`src/rtl/brk_pkg.sv`:
```
package brk_pkg;

   typedef enum logic [2:0] {
      ST_IDLE     = 3'd0,
      ST_ARM      = 3'd1,
      ST_RELAX    = 3'd2,
      ST_TRIP_DIS = 3'd3,
      ST_COOL_CHG = 3'd4,
      ST_INT_COOL = 3'd5
   } brk_state_e;

endpackage

```
`src/rtl/brk_strap_latch.sv`:
```
module brk_strap_latch (
   input  logic clk,
   input  logic rst_n,
   input  logic strap_i,
   output logic mode_o,
   output logic valid_o
);

   always_ff @(posedge clk or negedge rst_n) begin
      if (!rst_n) begin
         mode_o  <= 1'b0;
         valid_o <= 1'b0;
      end else if (!valid_o) begin
         mode_o  <= strap_i;
         valid_o <= 1'b1;
      end
   end

endmodule

```
`src/rtl/brk_tick_timer.sv`:
```
module brk_tick_timer #(
   parameter int TRIP_TICKS = 200_000,
   parameter int COOL_TICKS = 90_000_000,
   localparam int TICK_MAX  = (TRIP_TICKS > COOL_TICKS) ? TRIP_TICKS : COOL_TICKS,
   localparam int TW        = $clog2(TICK_MAX + 1)
) (
   input  logic clk,
   input  logic rst_n,
   input  logic clr_i,
   input  logic en_i,
   output logic at_trip_o,
   output logic at_cool_o
);

   localparam logic [TW-1:0] TRIP_LAST = TW'(TRIP_TICKS - 1);
   localparam logic [TW-1:0] COOL_LAST = TW'(COOL_TICKS - 1);
   localparam logic [TW-1:0] CNT_TOP   = TW'(TICK_MAX - 1);

   logic [TW-1:0] cnt_q;

   always_ff @(posedge clk or negedge rst_n) begin
      if (!rst_n)
         cnt_q <= '0;
      else if (clr_i)
         cnt_q <= '0;
      else if (en_i && cnt_q != CNT_TOP)
         cnt_q <= cnt_q + 1'b1;
   end

   assign at_trip_o = (cnt_q == TRIP_LAST);
   assign at_cool_o = (cnt_q == COOL_LAST);


   tick_range_chk: assert property (@(posedge clk) disable iff (!rst_n)
      cnt_q <= CNT_TOP);

endmodule

```
`src/rtl/brk_cycle_counter.sv`:
```
module brk_cycle_counter #(
   parameter int MAX = 8,
   localparam int W  = $clog2(MAX + 1)
) (
   input  logic         clk,
   input  logic         rst_n,
   input  logic         clr_i,
   input  logic         inc_i,
   output logic [W-1:0] cnt_o,
   output logic         last_o
);

   always_ff @(posedge clk or negedge rst_n) begin
      if (!rst_n)
         cnt_o <= '0;
      else if (clr_i)
         cnt_o <= '0;
      else if (inc_i && cnt_o != W'(MAX))
         cnt_o <= cnt_o + 1'b1;
   end

   assign last_o = (cnt_o == W'(MAX - 1));


   cyc_bound_chk: assert property (@(posedge clk) disable iff (!rst_n)
      cnt_o <= W'(MAX));

endmodule

```
`src/rtl/breaker_cooldown_timer.sv`:
```
module breaker_cooldown_timer
   import brk_pkg::*;
#(
   parameter int COOL_CYCLES  = 8,
   parameter int TRIP_TICKS   = 200_000,
   parameter int COOL_TICKS   = 90_000_000,
   parameter bit HAS_INT_MODE = 1'b1,
   localparam int CNT_W       = $clog2(COOL_CYCLES + 1)
) (
   input  logic             clk,
   input  logic             rst_n,
   input  logic             ilim_i,
   input  logic             int_strap_i,
   input  logic             cap_hi_i,
   input  logic             cap_lo_i,
   output logic             chg_en_o,
   output logic             dis_en_o,
   output logic             trip_o,
   output logic             cool_done_o,
   output logic [CNT_W-1:0] cyc_cnt_o
);

   initial begin
      assert (COOL_CYCLES >= 1) else $error("COOL_CYCLES must be at least 1");
      assert (TRIP_TICKS >= 2)  else $error("TRIP_TICKS must be at least 2");
      assert (COOL_TICKS >= 2)  else $error("COOL_TICKS must be at least 2");
   end

   brk_state_e st_q, st_nxt;
   logic strap_mode, strap_vld, mode_int;
   logic tick_at_trip, tick_at_cool, tick_clr, tick_en;
   logic cyc_last, cyc_inc;
   logic fire_trip, fire_cool;

   brk_strap_latch u_strap (
      .clk     (clk),
      .rst_n   (rst_n),
      .strap_i (int_strap_i),
      .mode_o  (strap_mode),
      .valid_o (strap_vld)
   );

   generate
      if (HAS_INT_MODE) begin : g_int
         assign mode_int = strap_mode;
         brk_tick_timer #(
            .TRIP_TICKS (TRIP_TICKS),
            .COOL_TICKS (COOL_TICKS)
         ) u_ticks (
            .clk       (clk),
            .rst_n     (rst_n),
            .clr_i     (tick_clr),
            .en_i      (tick_en),
            .at_trip_o (tick_at_trip),
            .at_cool_o (tick_at_cool)
         );
      end else begin : g_ext_only
         assign mode_int     = 1'b0;
         assign tick_at_trip = 1'b0;
         assign tick_at_cool = 1'b0;
      end
   endgenerate

   brk_cycle_counter #(.MAX(COOL_CYCLES)) u_cycles (
      .clk    (clk),
      .rst_n  (rst_n),
      .clr_i  (fire_trip),
      .inc_i  (cyc_inc),
      .cnt_o  (cyc_cnt_o),
      .last_o (cyc_last)
   );

   always_comb begin
      st_nxt    = st_q;
      fire_trip = 1'b0;
      fire_cool = 1'b0;
      cyc_inc   = 1'b0;
      if (strap_vld) begin
         case (st_q)
            ST_IDLE: if (ilim_i) st_nxt = ST_ARM;
            ST_ARM: begin
               if (mode_int) begin
                  if (!ilim_i) st_nxt = ST_IDLE;
                  else if (tick_at_trip) begin
                     fire_trip = 1'b1;
                     st_nxt    = ST_INT_COOL;
                  end
               end else begin
                  if (cap_hi_i) begin
                     fire_trip = 1'b1;
                     st_nxt    = ST_TRIP_DIS;
                  end else if (!ilim_i) st_nxt = ST_RELAX;
               end
            end
            ST_RELAX: begin
               if (ilim_i)        st_nxt = ST_ARM;
               else if (cap_lo_i) st_nxt = ST_IDLE;
            end
            ST_TRIP_DIS: begin
               if (cap_lo_i) begin
                  cyc_inc = 1'b1;
                  if (cyc_last) begin
                     fire_cool = 1'b1;
                     st_nxt    = ST_IDLE;
                  end else st_nxt = ST_COOL_CHG;
               end
            end
            ST_COOL_CHG: if (cap_hi_i) st_nxt = ST_TRIP_DIS;
            ST_INT_COOL: begin
               if (tick_at_cool) begin
                  fire_cool = 1'b1;
                  st_nxt    = ST_IDLE;
               end
            end
            default: st_nxt = ST_IDLE;
         endcase
      end
   end

   assign tick_clr = ((st_q != ST_ARM) && (st_q != ST_INT_COOL)) || fire_trip ||
                     fire_cool || ((st_q == ST_ARM) && !ilim_i);
   assign tick_en  = mode_int && (((st_q == ST_ARM) && ilim_i) || (st_q == ST_INT_COOL));

   always_ff @(posedge clk or negedge rst_n) begin
      if (!rst_n) begin
         st_q        <= ST_IDLE;
         trip_o      <= 1'b0;
         cool_done_o <= 1'b1;
      end else begin
         st_q   <= st_nxt;
         trip_o <= fire_trip;
         if (fire_trip)      cool_done_o <= 1'b0;
         else if (fire_cool) cool_done_o <= 1'b1;
      end
   end

   assign chg_en_o = ((st_q == ST_ARM) && !mode_int) || (st_q == ST_COOL_CHG);
   assign dis_en_o = (st_q == ST_RELAX) || (st_q == ST_TRIP_DIS);


   src_excl_chk: assert property (@(posedge clk) disable iff (!rst_n)
      !(chg_en_o && dis_en_o));


   trip_pulse_chk: assert property (@(posedge clk) disable iff (!rst_n)
      trip_o |=> !trip_o);


   done_fall_chk: assert property (@(posedge clk) disable iff (!rst_n)
      $fell(cool_done_o) |-> trip_o);


   ext_trip_cause_chk: assert property (@(posedge clk) disable iff (!rst_n)
      (trip_o && !mode_int) |-> $past(cap_hi_i));


   done_count_chk: assert property (@(posedge clk) disable iff (!rst_n)
      ($rose(cool_done_o) && !mode_int) |-> (cyc_cnt_o == CNT_W'(COOL_CYCLES)));


   int_no_src_chk: assert property (@(posedge clk) disable iff (!rst_n)
      (mode_int && strap_vld) |-> (!chg_en_o && !dis_en_o));

endmodule

```
`config.mk`:
```
export PLATFORM = sky130hd
export DESIGN_NAME = breaker_cooldown_timer
export DESIGN_NICKNAME = d
export VERILOG_FILES = /design/src/rtl/brk_pkg.sv /design/src/rtl/brk_strap_latch.sv /design/src/rtl/brk_tick_timer.sv /design/src/rtl/brk_cycle_counter.sv /design/src/rtl/breaker_cooldown_timer.sv
export SDC_FILE = /design/constraint.sdc
export NUM_CORES = 1
export LEC_CHECK = 0
export CORE_MARGIN = 2
export CORE_UTILIZATION = 33
export DETAILED_ROUTE_END_ITERATION = 10
export PLACE_DENSITY = 0.49
export SLEW_MARGIN = 10
export SYNTH_ARGS = -nofsm -noshare
export SYNTH_HDL_FRONTEND = slang
export SYNTH_SLANG_ARGS = --single-unit
```
`constraint.sdc`:
```
create_clock -name clk -period 2.49 [get_ports clk]
set_clock_uncertainty 0.05 [all_clocks]
set_input_delay 0.3735 -clock clk [delete_from_list [all_inputs] [get_ports clk]]
set_output_delay 0.3735 -clock clk [all_outputs]
set_load 0.02 [all_outputs]
```
==> metrics.md <==
| Metric | Value |
|---|---|
| Outcome | finished clean |
| Fill count | 750 |
| First-pass GRT wire length | 10.5 mm |
| FF+latch count, synth | 38 |
| Post-layout min period | 2.38 ns |
| CP endpoint kind | primary output |
| Largest net degree at the start of global routing | 39 |
| Routed vias | 2130 |
| Residual DRC | 0 |
| Register-to-Register Path Depth | 6 |
| Dominant cell type by area after synthesis | dfrtp_1 |
| Post-route ant nets | 0 |
| Port bufs | 13 |
| Synthesized area per cell | 9.51 µm² |
| DIE WIDTH | 89.9 µm |
| Area Overhead vs Synth | 20.2% |
| P per Cell Area | 619 nW/µm² |
| Synth Cell Area | 2430 µm² |
| Num CTS Buffers | 5 |
| Ratio of cells with drive above 1 in the final layout | 20.7% |
| Die area | 8080 µm² |
| Syn nets | 265 |
| Asr flop ratio synth | 100% |
| Met3 wire length | 169 µm |
| CTS tree | yes |
| Post-route design area | 2930 µm² |
| CTS HTree Levels | 2 |
| Mapped Cells | 256 |
| Total grt overflow | 0 |
| Vias in the first global route | 2106 |
| Number of synthesized flops with an enable pin | 0 |
| Initial antenna violation count | 0 |
| Sequential fraction of the synthesis area | 39.1% |
| Setup violation total in the final timing report | 0 |
| CORE AREA | 7210 µm² |
| Unrepaired setup endpoints after global routing | false |
| Top layer in use | met4 |
| Yosys top cell area share | 38.0% |
| Pleak | 1.10 nW |
| Ant diodes | 0 |
| YS warnings | 0 |
| Final TNS setup | 0 ns |
| Most common cell in the netlist | dfrtp_1 |
| FF-to-FF setup slack | 0.19 ns |
| Drt pass-1 iters | 5 |
| Synth Flop Type | dfrtp_1 |
| GRT Total Usage | 16.0% |
| Nets | 298 |
| Max-Cap Viols | 0 |
| VDD IR max | 0.000399 V |
| Multi-input gate area | 1360 µm² |
| IO Count | 14 |
| Top cells by area, synth | dfrtp_1 38%, nand3_1 3.7%, a211oi_2 3.6% |
| Worst EP required | 2.07 ns |
| Fmax | 0.421 GHz |
| Slew margin rel. | 40.7% |
| Worst Hold Class | in2async |
| # rows | 31 |
| Routability cong. | 0.876 |
| Setup crit start kind | flop |
| Slew @ Worst Pin | 0.890 ns |
| Clock root buffer | clkbuf_8 |
| Worst R2R End | g_int.u_ticks.cnt_q[23] |
| Vias/cell | 5.48 |
| Synth unique cells | 60 |
| Routed wl met2 | 2.89 mm |
| R2R Path Start | g_int.u_ticks.cnt_q[10] |
| Clock Path Buffers | 2 |
| Clock sinks | 38 |
| Slew Viols, Final | 0 |
| Clock transition at the registers of the reported paths | 0.07 ns |
| Setup bufs post-CTS | 0 |
| Total Routed Length | 6.12 mm |
| Starting DRC count in detailed routing | 106 |
| Crit path DAT | 1.95 ns |
| Post-DP Area | 2840 µm² |
| Wire length per cell | 15.7 µm |
| Final Hold Fails | 0 |
| CP Max Fanout | 10 |
| Wire length on met1 | 3.01 mm |
| Worst skew pair latency | 0.29 ns |
| Overall die height | 89.9 µm |
| Detail Placement HPWL | 4.47 mm |
| Initial cell density of the core | 33.7% |
| FF+latch area | 952 µm² |
| Final Cycle Share | 95.4% |
| Crit path kind | reg2out |
| Commonest cells in the netlist | 37 x dfrtp_1, 18 x nand3_1, 17 x nand2_1, 12 x nor2_1 |
critical path, stage by stage (launching register included):
cell and delay, ns:
dfrtp_1 0.49, nand2b_2 0.28, o21a_1 0.18, nor2_1 0.11
clkdlybuf4s50_1 0.61
layout make-up:
type / count / area share, %
clock buffer: 8 / 2.74
inverter: 8 / 1.03
multi-input combinational: 197 / 46.4
sequential: 38 / 32.5
tap: 99 / 4.23
timing repair buffer: 39 / 13.1
cell families (layout without fill, tap and decap cells):
kind of cell / Yosys count / in the layout / share of synthesized area (%)
simple gates: 119 / 119 / 29.1
fa+ha+maj: 3 / 3 / 1.54
mux: 5 / 5 / 2.16
xor+xnor: 10 / 10 / 3.60
flops: 38 / 38 / 39.1
buf+inv: 21 / 55 / 5.24
other cells: 1 / 1 / 0.154
compound gates: 59 / 59 / 19.1
routing by layer:
metal	track usage, %	vias to the layer above
met1	22.9	1042
met2	25.4	32
met4	3.72	0
met3	2.77	4
met5	0	-
li1	-	1052
worst max path at each step:
| stage | startpoint | endpoint | slack (ns) | cells after the start |
|---|---|---|---|---|
| after global routing | st_q[2] | chg_en_o | 0.01 | 4 |
| after CTS | st_q[2] | chg_en_o | 0.08 | 4 |
| after floorplan | g_int.u_ticks.cnt_q[10] | g_int.u_ticks.cnt_q[11] | 0.23 | 6 |
| final | st_q[2] | chg_en_o | 0.11 | 4 |
| after detailed placement | ilim_i | g_int.u_ticks.cnt_q[12] | 0.11 | 7 |
| after global placement | ilim_i | st_q[1] | 0.12 | 7 |
per-stage QoR:
stage | hold slack, ns | setup slack [ns] | total power [mW] | util, % | cells
after global routing | 0.245 | 0.00955 | 1.92 | 40.5 | 389
after detailed placement | 0.515 | 0.109 | 1.41 | 39.4 | 381
after CTS | 0.200 | 0.0769 | 1.83 | 40.5 | 389
after global placement | 0.517 | 0.116 | 1.41 | 39.4 | 381
after floorplan | 0.0279 | 0.234 | 1.15 | - | 256
final | 0.161 | 0.114 | 1.81 | 40.5 | 389
power by group:
part	total (mW)	switching [mW]	internal, mW
Combinational	0.667	0.372	0.295
Clock	0.415	0.215	0.199
Sequential	0.728	0.0652	0.663
placed cells by master (no fill, tap or decap), drive strengths merged, types with 2 or more instances in the layout:
cell	synthesis	routed
o31ai	11	11
nand4	9	9
and3	5	5
a21oi	6	6
or3	8	8
xnor2	6	6
nor3	9	9
nor2	13	13
clkbuf	4	8
o21ai	9	9
mux2i	3	3
a211oi	18	18
or4	14	14
dfrtp	37	37
buf	9	27
mux2	2	2
nor4	6	6
nor4b	3	3
inv	8	8
o211a	2	2
clkdlybuf4s50	0	12
ha	3	3
nand3	18	18
nand2b	3	3
or2	5	5
nor3b	2	2
xor2	4	4
nor2b	2	2
nand2	18	18
registers in the layout, summed over array words and instances (netlist names):
name,flops
u_strap.mode_o,1
u_cycles.cnt_o,4
cool_done_o,1
st_q,3
trip_o,1
g_int.u_ticks.cnt_q,27
u_strap.valid_o,1
what timing repair did:
action	4_1_cts	5_1_grt
hold buffers	0	0
hold endpoints to repair	0	0
resized for setup	0	1
endpoints found under the setup margin	0	1
No activity file was read; power rests on OpenSTA's default activity.
